File: src/rtl/flash_rst_pkg.sv
package flash_rst_pkg;

    localparam int ADDR_W = 12;
    localparam int DATA_W = 8;

    localparam logic [ADDR_W-1:0] UNLK_ADDR_1 = 12'h555;
    localparam logic [ADDR_W-1:0] UNLK_ADDR_2 = 12'hAAA;
    localparam logic [DATA_W-1:0] UNLK_DATA_1 = 8'hAA;
    localparam logic [DATA_W-1:0] UNLK_DATA_2 = 8'h55;
    localparam logic [DATA_W-1:0] CMD_RESET   = 8'hF0;

    localparam int ERR_BIT = 5;
    localparam int RDY_BIT = 7;

    typedef enum logic [2:0] {
        MODE_READ  = 3'd0,
        MODE_QUERY = 3'd1,
        MODE_PROG  = 3'd2,
        MODE_BULK  = 3'd3,
        MODE_SECT  = 3'd4,
        MODE_ERR   = 3'd5,
        MODE_RECOV = 3'd6
    } mode_e;

    typedef enum logic [1:0] {
        UL_IDLE = 2'd0,
        UL_GOT1 = 2'd1,
        UL_GOT2 = 2'd2
    } ulk_e;

    typedef struct packed {
        logic              en;
        logic [ADDR_W-1:0] addr;
        logic [DATA_W-1:0] data;
    } bus_wr_t;

    function automatic logic is_array_op(mode_e m);
        return (m == MODE_PROG) || (m == MODE_BULK) || (m == MODE_SECT);
    endfunction

    function automatic mode_e op_to_mode(logic [1:0] kind);
        mode_e m;
        case (kind)
            2'd0:    m = MODE_QUERY;
            2'd1:    m = MODE_PROG;
            2'd2:    m = MODE_BULK;
            default: m = MODE_SECT;
        endcase
        return m;
    endfunction

    function automatic logic [DATA_W-1:0] make_status(logic rdy, logic err);
        logic [DATA_W-1:0] s;
        s = '0;
        s[RDY_BIT] = rdy;
        s[ERR_BIT] = err;
        return s;
    endfunction

    function automatic logic is_first_step(bus_wr_t w);
        return (w.addr == UNLK_ADDR_1) && (w.data == UNLK_DATA_1);
    endfunction

    function automatic logic is_second_step(bus_wr_t w);
        return (w.addr == UNLK_ADDR_2) && (w.data == UNLK_DATA_2);
    endfunction

endpackage

File: src/rtl/flash_unlock_det.sv
module flash_unlock_det
    import flash_rst_pkg::*;
(
    input  logic    clk,
    input  logic    rst,
    input  logic    clr,
    input  bus_wr_t wr,
    output logic    rst_cmd
);

    ulk_e stg_q, stg_d;
    logic cmd_raw;

    always_comb begin
        stg_d   = stg_q;
        cmd_raw = 1'b0;
        if (wr.en) begin
            case (stg_q)
                UL_IDLE: begin
                    if (is_first_step(wr))
                        stg_d = UL_GOT1;
                    else if (wr.data == CMD_RESET)
                        cmd_raw = 1'b1;
                end
                UL_GOT1: begin
                    if (is_second_step(wr))
                        stg_d = UL_GOT2;
                    else if (is_first_step(wr))
                        stg_d = UL_GOT1;
                    else
                        stg_d = UL_IDLE;
                end
                UL_GOT2: begin
                    if (wr.data == CMD_RESET) begin
                        cmd_raw = 1'b1;
                        stg_d   = UL_IDLE;
                    end else if (is_first_step(wr)) begin
                        stg_d = UL_GOT1;
                    end else begin
                        stg_d = UL_IDLE;
                    end
                end
                default: stg_d = UL_IDLE;
            endcase
        end
        if (clr)
            stg_d = UL_IDLE;
    end

    assign rst_cmd = cmd_raw && !clr;

    always_ff @(posedge clk) begin
        if (rst)
            stg_q <= UL_IDLE;
        else
            stg_q <= stg_d;
    end

    // the prefix progress only moves on a bus write
    assert_hold_idle_bus_R4: assert property (@(posedge clk) disable iff (rst)
        (!wr.en && !clr) |=> (stg_q == $past(stg_q)));

    // a recognised command leaves no prefix behind
    assert_cmd_clears_R3: assert property (@(posedge clk) disable iff (rst)
        rst_cmd |=> (stg_q == UL_IDLE));

    // the pin discards the prefix
    assert_pin_clears_R10: assert property (@(posedge clk) disable iff (rst)
        clr |=> (stg_q == UL_IDLE));

endmodule

File: src/rtl/flash_recov_timer.sv
module flash_recov_timer #(
    parameter int CYC = 6250
) (
    input  logic clk,
    input  logic rst,
    input  logic load,
    output logic done
);

    localparam int CNT_W = (CYC < 2) ? 1 : $clog2(CYC + 1);
    localparam logic [CNT_W-1:0] START = CNT_W'(CYC - 1);

    logic [CNT_W-1:0] cnt_q;

    always_ff @(posedge clk) begin
        if (rst)
            cnt_q <= '0;
        else if (load)
            cnt_q <= START;
        else if (cnt_q != '0)
            cnt_q <= cnt_q - 1'b1;
    end

    assign done = (cnt_q == '0);

    // once expired the timer stays expired until reloaded
    assert_stays_done_R8: assert property (@(posedge clk) disable iff (rst)
        (done && !load) |=> done);

endmodule

File: src/rtl/flash_mode_fsm.sv
module flash_mode_fsm
    import flash_rst_pkg::*;
(
    input  logic       clk,
    input  logic       rst,
    input  logic       pin_rst,
    input  logic       rst_cmd,
    input  logic       op_start,
    input  logic [1:0] op_kind,
    input  logic       arr_busy,
    input  logic       arr_fail,
    input  logic       tmr_done,
    output mode_e      mode,
    output logic       err_flag,
    output logic       tmr_load,
    output logic       abort_erase,
    output logic       abort_all
);

    mode_e mode_q, mode_d;
    logic  err_q, err_d;
    logic  ab_erase_d, ab_all_d;
    logic  ab_erase_q, ab_all_q;

    always_comb begin
        mode_d     = mode_q;
        err_d      = err_q;
        tmr_load   = 1'b0;
        ab_erase_d = 1'b0;
        ab_all_d   = 1'b0;
        if (pin_rst) begin
            if (is_array_op(mode_q)) begin
                mode_d   = MODE_RECOV;
                tmr_load = 1'b1;
                ab_all_d = 1'b1;
            end else if (mode_q == MODE_RECOV) begin
                tmr_load = 1'b1;
            end else begin
                mode_d = MODE_READ;
            end
        end else begin
            case (mode_q)
                MODE_READ: begin
                    if (op_start)
                        mode_d = op_to_mode(op_kind);
                end
                MODE_QUERY: begin
                    if (rst_cmd)
                        mode_d = MODE_READ;
                end
                MODE_PROG, MODE_BULK, MODE_SECT: begin
                    if (mode_q == MODE_SECT && rst_cmd) begin
                        mode_d     = MODE_RECOV;
                        tmr_load   = 1'b1;
                        ab_erase_d = 1'b1;
                    end else if (!arr_busy) begin
                        if (arr_fail) begin
                            mode_d = MODE_ERR;
                            err_d  = 1'b1;
                        end else begin
                            mode_d = MODE_READ;
                        end
                    end
                end
                MODE_ERR: begin
                    if (rst_cmd) begin
                        mode_d   = MODE_RECOV;
                        tmr_load = 1'b1;
                    end
                end
                MODE_RECOV: begin
                    if (tmr_done)
                        mode_d = MODE_READ;
                end
                default: mode_d = MODE_READ;
            endcase
        end
        if (mode_d == MODE_READ)
            err_d = 1'b0;
    end

    always_ff @(posedge clk) begin
        if (rst) begin
            mode_q     <= MODE_READ;
            err_q      <= 1'b0;
            ab_erase_q <= 1'b0;
            ab_all_q   <= 1'b0;
        end else begin
            mode_q     <= mode_d;
            err_q      <= err_d;
            ab_erase_q <= ab_erase_d;
            ab_all_q   <= ab_all_d;
        end
    end

    assign mode        = mode_q;
    assign err_flag    = err_q;
    assign abort_erase = ab_erase_q;
    assign abort_all   = ab_all_q;

    // the erase abort strobe follows a sector erase and starts recovery
    assert_erase_strobe_R8: assert property (@(posedge clk) disable iff (rst)
        abort_erase |-> (mode_q == MODE_RECOV && $past(mode_q) == MODE_SECT));

    // erase abort lasts one cycle
    assert_erase_width_R8: assert property (@(posedge clk) disable iff (rst)
        abort_erase |=> !abort_erase);

    // abort-all lasts one cycle
    assert_all_width_R10: assert property (@(posedge clk) disable iff (rst)
        abort_all |=> !abort_all);

    // program and bulk erase keep running while the array is busy
    assert_prog_holds_R7: assert property (@(posedge clk) disable iff (rst)
        (mode_q == MODE_PROG && arr_busy && !pin_rst) |=> (mode_q == MODE_PROG));
    assert_bulk_holds_R7: assert property (@(posedge clk) disable iff (rst)
        (mode_q == MODE_BULK && arr_busy && !pin_rst) |=> (mode_q == MODE_BULK));

    // the error mode always shows the error flag
    assert_err_shown_R6: assert property (@(posedge clk) disable iff (rst)
        (mode_q == MODE_ERR) |-> err_q);

    // normal read mode never carries the error flag
    assert_read_clean_R9: assert property (@(posedge clk) disable iff (rst)
        (mode_q == MODE_READ) |-> !err_q);

    // the pin always leads to read mode or recovery
    assert_pin_target_R10: assert property (@(posedge clk) disable iff (rst)
        pin_rst |=> (mode_q == MODE_READ || mode_q == MODE_RECOV));

endmodule

File: src/rtl/flash_rst_seq.sv
module flash_rst_seq
    import flash_rst_pkg::*;
#(
    parameter int CLK_MHZ  = 250,
    parameter int RECOV_US = 25
) (
    input  logic        clk,
    input  logic        rst,
    input  logic        pin_rst,
    input  logic        wr_en,
    input  logic [11:0] wr_addr,
    input  logic [7:0]  wr_data,
    input  logic        op_start,
    input  logic [1:0]  op_kind,
    input  logic        arr_busy,
    input  logic        arr_fail,
    output logic [2:0]  mode,
    output logic        ready,
    output logic        read_status,
    output logic [7:0]  status,
    output logic        abort_erase,
    output logic        abort_all
);

    localparam int RECOV_CYC = (CLK_MHZ * RECOV_US < 1) ? 1 : CLK_MHZ * RECOV_US;

    bus_wr_t bus;
    logic    rst_cmd;
    logic    tmr_load;
    logic    tmr_done;
    logic    err_flag;
    mode_e   mode_w;

    assign bus.en   = wr_en;
    assign bus.addr = wr_addr;
    assign bus.data = wr_data;

    flash_unlock_det u_unlock (
        .clk     (clk),
        .rst     (rst),
        .clr     (pin_rst),
        .wr      (bus),
        .rst_cmd (rst_cmd)
    );

    flash_recov_timer #(.CYC(RECOV_CYC)) u_timer (
        .clk  (clk),
        .rst  (rst),
        .load (tmr_load),
        .done (tmr_done)
    );

    flash_mode_fsm u_fsm (
        .clk         (clk),
        .rst         (rst),
        .pin_rst     (pin_rst),
        .rst_cmd     (rst_cmd),
        .op_start    (op_start),
        .op_kind     (op_kind),
        .arr_busy    (arr_busy),
        .arr_fail    (arr_fail),
        .tmr_done    (tmr_done),
        .mode        (mode_w),
        .err_flag    (err_flag),
        .tmr_load    (tmr_load),
        .abort_erase (abort_erase),
        .abort_all   (abort_all)
    );

    assign mode        = mode_w;
    assign ready       = !(is_array_op(mode_w) || mode_w == MODE_RECOV);
    assign read_status = (mode_w != MODE_READ);
    assign status      = make_status(ready, err_flag);

    // the two abort strobes never fire together
    assert_strobe_excl_R10: assert property (@(posedge clk) disable iff (rst)
        $onehot0({abort_erase, abort_all}));

    // recovery ends only into read mode
    assert_recov_exit_R8: assert property (@(posedge clk) disable iff (rst)
        (mode_w == MODE_RECOV && !pin_rst) |=> (mode_w == MODE_RECOV || mode_w == MODE_READ));

endmodule

File: config.mk
export PLATFORM = sky130hd
export DESIGN_NAME = flash_rst_seq
export DESIGN_NICKNAME = d
export VERILOG_FILES = /design/src/rtl/flash_rst_pkg.sv /design/src/rtl/flash_unlock_det.sv /design/src/rtl/flash_recov_timer.sv /design/src/rtl/flash_mode_fsm.sv /design/src/rtl/flash_rst_seq.sv
export SDC_FILE = /design/constraint.sdc
export NUM_CORES = 1
export LEC_CHECK = 0
export ABC_CLOCK_PERIOD_IN_PS = 1800
export BUFFER_PORTS_ARGS = -buffer_cell sky130_fd_sc_hd__buf_4
export CAP_MARGIN = 40
export CORE_ASPECT_RATIO = 0.5
export CORE_UTILIZATION = 45
export CTS_BUF_LIST = sky130_fd_sc_hd__clkbuf_16
export DETAILED_ROUTE_END_ITERATION = 7
export GPL_ROUTABILITY_DRIVEN = 0
export PLACE_DENSITY = 0.82
export SYNTH_ARGS = -nofsm -noshare
export SYNTH_HDL_FRONTEND = slang
export SYNTH_SLANG_ARGS = --single-unit
File: constraint.sdc
create_clock -name clk -period 1.8 [get_ports clk]
set_input_delay 0.09 -clock clk [delete_from_list [all_inputs] [get_ports clk]]
set_output_delay 0.09 -clock clk [all_outputs]
set_load 0.01 [all_outputs]
# Yosys cells after proc, flatten, opt, wreduce, memory -nomap -nowiden
# Cells that the tools add are included.
[totals]
output_inout_bits = 15
wordCells = 83
register_bits = 21
[classes]
bitwise = 4
n_eq_ne = 16
n_mux = 30
n_reduce_logical = 25
addsub = 1
[op_table]
columns = ["operator", "n"]
rows = [
  ["3-bit two-way mux", 10],
  ["13-bit two-way mux", 2],
  ["8-bit == test, second input constant", 2],
  ["3-bit case mux with 5 select lines", 1],
  ["13-bit zero test", 1],
  ["13-bit nonzero test", 1],
  ["13-bit by 1-bit subtractor with 13-bit output, second input constant", 1],
  ["12-bit by 11-bit == test with 1-bit output, second input constant", 1],
  ["12-bit == test, second input constant", 1],
  ["1-bit two-way mux", 10],
  ["3-bit == test, second input constant", 3],
  ["3-bit case mux with 3 select lines", 1],
  ["8-bit by 7-bit == test with 1-bit output, second input constant", 1],
  ["2-bit OR reduction", 4],
  ["3-bit by 2-bit == test with 1-bit output, second input constant", 2],
  ["3-bit zero test", 2],
  ["2-bit two-way mux", 3],
  ["2-bit case mux with 3 select lines", 1],
  ["3-bit OR reduction", 2],
  ["5-bit AND reduction", 1],
  ["2-bit by 1-bit == test with 1-bit output, second input constant", 2],
  ["2-bit == test, second input constant", 2],
  ["1-bit logical AND", 4],
  ["2-bit zero test", 2],
  ["9 further kinds", 16],
]

# Longest topological paths before layout
# Gate-level depths: netlist of the first run.
[logic_depth]
ltp_word = 12
depth_mapped = 8
depth_no_buf = 7

# Hierarchy
# From an unflattened synthesis of the first run, not the netlist that was laid out.
[unflattened]
hier_cells = 172
hier_area_um2 = 1430.1
[by_module_without_submodules]
columns = ["module", "n_inst", "cells_per_inst", "seq_area_each_um2", "area_per_inst_um2"]
rows = [
  ["flash_recov_timer", 1, 78, 260.2, 665.6],
  ["flash_mode_fsm", 1, 54, 120.1, 452.9],
  ["flash_unlock_det", 1, 28, 40.0, 232.7],
  ["flash_rst_seq", 1, 12, 0.0, 78.8],
]

# Worst setup path after synthesis of the first run
# Ideal clock, no wire load.
[synth_timing]
path_type = "register to register"
from = "reg u_timer.cnt_q[7]"
to = "reg u_fsm.err_q, in the netlist u_fsm.err_flag"
path_buffers = 0
t_required_ps = 1669
setup_time_ps = 131
path_slack_ps = 110
t_arrival_ps = 1559
path_stages_with_launch = 6
cell_sequence = "dfxtp_1 or4_4 nand4b_4 and4_4 nor3_2 a311oi_1"
[synth_via]
elab_chain_len = 6
[synth_rtl]
columns = ["item", "line_no", "rtl"]
rows = [
  ["from (decl)", "flash_recov_timer.sv:13", "logic [CNT_W-1:0] cnt_q;"],
  ["from (signal assigned)", "flash_recov_timer.sv:21", "cnt_q <= cnt_q - 1'b1;"],
  ["13-bit zero test", "flash_recov_timer.sv:24", "assign done = (cnt_q == '0);"],
  ["3-bit two-way mux", "flash_mode_fsm.sv:72", "if (tmr_done)"],
  ["3-bit case mux with 5 select lines", "flash_mode_fsm.sv:42", "case (mode_q)"],
  ["3-bit two-way mux", "flash_mode_fsm.sv:31", "if (pin_rst) begin"],
  ["3-bit zero test", "flash_mode_fsm.sv:78", "if (mode_d == MODE_READ)"],
  ["2-bit OR reduction (no line)", "-", ""],
  ["to (signal assigned)", "flash_mode_fsm.sv:90", "err_q <= err_d;"],
  ["to (decl)", "flash_mode_fsm.sv:21", "logic err_q, err_d;"],
]
# No other way between the ends.
# A chain may end at the register's enable or synchronous reset.

# Worst setup path after layout of the first run
[layout_timing]
from = "reg u_timer.cnt_q[0]"
to = "reg u_timer.cnt_q[7]"
[layout_via]
elab_chain_len = 1
word_cells_on_any_way = 2
[layout_rtl]
columns = ["item", "line_no"]
rows = [
  ["13-bit by 1-bit subtractor with 13-bit output or 13-bit nonzero test (tied branches)", "flash_recov_timer.sv:21, flash_recov_timer.sv:20"],
]
# Parallel ways exist; a longest one is shown, timed or not.

==> flow_summary.yaml, run 1 <==
power:
  clkPwrFrac: 0.180
  netSwitchingPower_uw: 946
  swShare: 0.366
  seqPwrFrac: 0.289
  p_int_mw: 1.64
  combPwrFrac: 0.531
  ir_worst_vdd_mv: 0.606
  power_density_nw_per_um2: 1390
  p_leak_nw: 0.793
  total_power_mw: 2.58
critical_path:
  regToRegSetupSlack_ns: 0.06
  cp-start-kind: "register"
  max_stage_delay_ns: 0.39
  setup.worst_path.end_class: "register"
  crit_top_cell: "or3_4"
  crit_arrival_ns: 1.88
  cp_cell_sequence: "or3_4 -> or3_4 -> or3_4 -> xor2_2 -> nor3_2"
  r2r_cells: 5
  cpMaxStageDelayCell: "or3_4"
  reg2reg_to: "u_timer.cnt_q[7]"
  crit_fanout: 4
  critPathRequiredTime_ns: 1.94
  regToRegStartpoint: "u_timer.cnt_q[0]"
  path_class: "reg -> reg"
detailed_routing:
  drt_wl_total_um: 3300
  ant_nets: 0
  viasPerCell: 5.45
  wl_per_cell_um: 13.7
  vias: 1313
  drt_iter0_drc: 53
  drc_errors: 0
  dr.pass1.iters: 4
global_routing:
  grt.busiest_layer: "met2"
  grt-ovfl-total: 0
  grt_pass1_vias: 1165
  grtUsageMet1: 0.277
  grt_start_max_net_pins: 16
  antenna_found_initial: 0
  grt.met2_usage: 0.385
  grtUsageTotal: 0.219
  use_met3: 0.0422
  grt_pass1_wl_um: 5240
floorplanning:
  fp-row-count: 13
  die_w_um: 80.0
  dieArea_um2: 3280
  core_area_um2: 2730
  initial_utilization: 0.501
  ios: 44
  die_y_um: 41.0
synthesis:
  synth_flop_cell: "dfxtp_1"
  synth-seq-cells: 21
  async_flop_share: 0
  synthDistinctLibCells: 51
  yosysSeqAreaShare: 0.307
  synth_edf_count: 0
  synth.avg_cell_area_um2: 8.67
  ys_warn_count: 0
  syn_area_um2: 1370
  syn_inst: 158
sta:
  worst_clock_skew_ns: 0.00475
  setup_ws_ns: 0.0610
  min_period_over_period: 0.966
  final-setup-viol-count: 0
  min_period_ns: 1.74
  fmax_mhz: 575
  final_max_slew_viol_count: 0
  hold_viol_final: 0
clock_network:
  hold_buffers: 0
  tritoncts: "done"
  clkTransAtPathRegs_ns: 0.06
  clk_latency_ns: 0.26
  cts_buffers: 3
  cts_root_buf: "clkbuf_16"
  clk_path_buf_depth: 2
  clock-sinks: 21
  htree_levels: 1
final_layout:
  num-fill-cells: 212
  register_area_um2: 423
  area_growth_pct: 36.0
  final_common_cell: "buf_4"
  antennaDiodeCount: 0
  postLayoutCoreUtil: 0.682
  final_nets: 238
  drive_above_1_share: 0.377
  multiInputGateArea_um2: 917
  final_cell_mix: "50 x buf_4, 19 x dfxtp_1, 17 x nor2_1"
placement:
  place_hpwl_um: 2440
  place.port_buffers: 37
  pre_cts_slack_ns: 0.0141
min_path:
  hold_path_depth: 2
  whs_endpoint: "u_unlock.stg_q[1]"
  hold_class: "in -> reg"
  hold_path.startpoint: "pin_rst"
flow_run:
  cap_viol_max_count: 0
run_status:
  outcome: "completed"
synthesized netlist by cell type, types with 2 or more instances:
library cell  instances  area share
a211oi_1              2       0.011
a21oi_1               8       0.029
a31oi_1               2      0.0091
a32oi_1               2       0.013
and4bb_2              2       0.018
buf_4                 9       0.049
clkbuf_1              3      0.0082
dfxtp_1              21        0.31
ha_1                  4       0.037
inv_1                 6       0.016
nand2_1               3      0.0082
nand2b_1              4       0.018
nand3_1               5       0.018
nand3b_1              3       0.016
nand4b_1              2       0.013
nor2_1               17       0.047
nor2b_1               4       0.018
nor3_1               10       0.037
nor3_2                2       0.015
nor3b_1               2       0.011
nor4_1                2      0.0091
nor4b_1               3       0.019
o21ai_0               4       0.015
or3_1                 3       0.014
xnor2_1               7       0.045
xor2_1                3       0.019
per-stage QoR:
stage          hold WS [ns]  area, um^2  setup TNS (ns)  std cells
6_report             0.0837        1860               0        241
5_1_grt              0.0839        1860         -0.0698        241
3_5_place_dp          0.337        1700               0        234
2_1_floorplan         0.162        1390               0        163
3_3_place_gp          0.342        1700               0        234
4_1_cts              0.0716        1800               0        240
repair_timing:
action,4_1_cts,5_1_grt
buffers inserted,2,1
resized for setup,0,13
endpoints found under the setup margin,2,12
pin swaps,1,5
routing by layer:
layer  routed length (um)  part of all wire
met3                  153             0.046
met2                 1580              0.48
met1                 1520              0.46
met4                   44             0.013
met5                    0                 0
cell type report:
type	count	share of cell area
Clock inverter	1	0.00201
Tap cell	37	0.0248
Multi-Input combinational cell	123	0.492
Clock buffer	3	0.0403
Timing Repair Buffer	50	0.201
Inverter	6	0.0121
Sequential cell	21	0.227
state kept, by name (all words and copies together) (netlist names):
name,count
u_fsm.abort_erase,1
u_unlock.stg_q,2
u_timer.cnt_q,13
u_fsm.err_flag,1
u_fsm.mode,3
u_fsm.abort_all,1
power by group through the flow:
stage	clock, mW	sequential, mW	combinational, mW
2_1_floorplan	0	0.720	0.908
3_3_place_gp	0	0.725	1.17
3_5_place_dp	0	0.735	1.21
4_1_cts	0.473	0.726	1.26
5_1_grt	0.497	0.765	1.51
6_report	0.466	0.747	1.37
how the worst max path moves through the flow:
| stage | start | slack [ns] | endpoint |
|---|---|---|---|
| 2_1_floorplan | u_timer.cnt_q[7] | 0.11 | u_fsm.err_flag |
| 3_3_place_gp | u_timer.cnt_q[0] | 0.1 | u_timer.cnt_q[7] |
| 3_5_place_dp | u_timer.cnt_q[0] | 0.01 | u_timer.cnt_q[5] |
| 4_1_cts | u_timer.cnt_q[0] | 0.02 | u_timer.cnt_q[3] |
| 5_1_grt | u_timer.cnt_q[5] | -0.03 | u_timer.cnt_q[6] |
| 6_report | u_timer.cnt_q[0] | 0.06 | u_timer.cnt_q[7] |
cell families after synthesis:
family,count (synthesis),share of synthesized area
other,1,0.00274
and+or+nand+nor,76,0.380
xor gates and xnor gates,10,0.0639
AOI/OAI and AO/OA,27,0.132
adders and majority gates,4,0.0365
buffers and inverters,19,0.0776
DFF,21,0.307
critical path, delay by kind of cell (launching register included):
kind	cells	cell delay, ns
DFF	1	0.33
xor gates and xnor gates	1	0.15
and+or+nand+nor	4	1.14
No activity file was read; power rests on OpenSTA's default activity.
==> run 2, diff against run 1 <==
--- a/config.mk
+++ b/config.mk
@@ -13,7 +13,7 @@
 export CTS_BUF_LIST = sky130_fd_sc_hd__clkbuf_16
 export DETAILED_ROUTE_END_ITERATION = 7
 export GPL_ROUTABILITY_DRIVEN = 0
-export PLACE_DENSITY = 0.82
+export PLACE_DENSITY = 0.75
 export SYNTH_ARGS = -nofsm -noshare
 export SYNTH_HDL_FRONTEND = slang
 export SYNTH_SLANG_ARGS = --single-unit
==> run 2 against run 1 <==
Against the previous run:
- via count shrank 4.0%
- worst setup slack worse by 0.0019 ns
- fmax fell by 0.11%
- die area stayed put
- final cell count fell by 2.5%
- sequential share of layout area is 0.75 points higher
- critical endpoint unchanged
- clock power grew 3%
- flip-flop and latch count did not move
- register-to-register slack barely moved
==> flow_summary.yaml, run 2 (synthesis gave the netlist of run 1 again) <==
detailed_routing:
  viasPerCell: 5.36
  ant_nets: 0
  vias: 1260
  drt_iter0_drc: 21
  drc_errors: 0
  drt_wl_total_um: 3000
  wl_per_cell_um: 12.8
  dr.pass1.iters: 4
power:
  power_density_nw_per_um2: 1390
  p_leak_nw: 0.749
  total_power_mw: 2.50
  clkPwrFrac: 0.192
  p_int_mw: 1.59
  ir_worst_vdd_mv: 0.978
  netSwitchingPower_uw: 910
  combPwrFrac: 0.513
  swShare: 0.364
  seqPwrFrac: 0.295
floorplanning:
  dieArea_um2: 3280
  die_y_um: 41.0
  initial_utilization: 0.501
  ios: 44
  die_w_um: 80.0
  fp-row-count: 13
  core_area_um2: 2730
critical_path:
  r2r_cells: 5
  regToRegStartpoint: "u_timer.cnt_q[0]"
  critPathRequiredTime_ns: 1.93
  crit_arrival_ns: 1.88
  cp-start-kind: "register"
  setup.worst_path.end_class: "register"
  regToRegSetupSlack_ns: 0.06
  crit_end: "u_timer.cnt_q[7]"
  path_class: "reg -> reg"
  startpoint: "u_timer.cnt_q[0]"
  reg2reg_to: "u_timer.cnt_q[7]"
  crit_fanout: 4
global_routing:
  grt_start_max_net_pins: 16
  antenna_found_initial: 0
  grtUsageTotal: 0.189
  grt_pass1_vias: 1046
  grt_pass1_wl_um: 4600
  grt-ovfl-total: 0
sta:
  hold_viol_final: 0
  min_period_ns: 1.74
  final_max_slew_viol_count: 0
  fmax_mhz: 574
  setup_tns_ns: 0
  hold_ws_ns: 0.0698
  final-setup-viol-count: 0
  min_period_over_period: 0.967
  setup_ws_ns: 0.0591
  worst_clock_skew_ns: 0.00290
clock_network:
  htree_levels: 1
  clkTransAtPathRegs_ns: 0.06
  clk_path_buf_depth: 2
  cts_buffers: 3
  cts_root_buf: "clkbuf_16"
  clk_latency_ns: 0.26
  tritoncts: "done"
  clock-sinks: 21
min_path:
  hold_class: "in -> reg"
flow_run:
  cap_viol_max_count: 0
placement:
  placed_cell_area_um2: 1670
  place.port_buffers: 37
  pre_cts_slack_ns: 0.0519
  dpl.cell_count: 230
  place_hpwl_um: 2270
final_layout:
  final_cell_mix: "44 x buf_4, 20 x dfxtp_1, 17 x nor2_1"
  drive_above_1_share: 0.343
  instances_no_fill: 235
  antennaDiodeCount: 0
  num-fill-cells: 217
  postLayoutCoreUtil: 0.658
  largest-register: "u_timer.cnt_q"
  final_cell_area_um2: 1800
  area_growth_pct: 31.2
  final_common_cell: "buf_4"
  final_nets: 232
  largest_reg_flops: 13
run_status:
  outcome: "completed"
## run 2: cell types whose count changed in the layout (fill, tap and decap cells not counted), sizes merged
cell / previous run / this run
buf: 50 / 44
clkinvlp: 0 / 1
inv: 7 / 6
## run 2: power by group through the flow
stage | clock (mW) | combinational [mW] | sequential, mW
after floorplan | 0 | 0.908 | 0.720
after global placement | 0 | 1.14 | 0.727
after detailed placement | 0 | 1.17 | 0.735
after CTS | 0.483 | 1.18 | 0.726
after global routing | 0.506 | 1.40 | 0.757
final | 0.480 | 1.28 | 0.737
## run 2: worst min path at each step
stage	from	endpoint	cells after the start
3_5_place_dp	pin_rst	u_fsm.abort_erase	2
2_1_floorplan	rst	u_fsm.err_flag	1
5_1_grt	pin_rst	u_fsm.abort_erase	2
4_1_cts	pin_rst	u_unlock.stg_q[1]	2
6_report	pin_rst	u_unlock.stg_q[1]	2
3_3_place_gp	pin_rst	u_unlock.stg_q[1]	2
## run 2: worst max-delay path, cell delays in order (launching register included)
cell and delay, ns:
dfxtp_1 0.32, or3_4 0.38, or3_4 0.36, or3_4 0.34, xor2_1 0.17, nor3_2 0.06
## run 2: area by class of cell
class	count	area, um^2	share of cell area
Clock buffer	3	75.1	0.0418
Clock inverter	1	7.51	0.00418
Timing Repair Buffer	44	330	0.184
Multi-Input combinational cell	123	895	0.498
Tap cell	37	46.3	0.0257
Inverter	6	22.5	0.0125
Sequential cell	21	422	0.235
## run 2: what timing repair did
action | 4_1_cts | 5_1_grt
hold buffers | 0 | 0
endpoints found under the setup margin | 0 | 13
gates resized for setup | 0 | 9
buffers inserted | 0 | 1
## run 2: routing by layer
layer,up-vias,share of wire,GRT usage
li1,643,-,-
met1,579,0.46,0.231
met2,38,0.49,0.359
met3,0,0.045,0.0422
met4,0,0,0.0402
met5,-,0,0
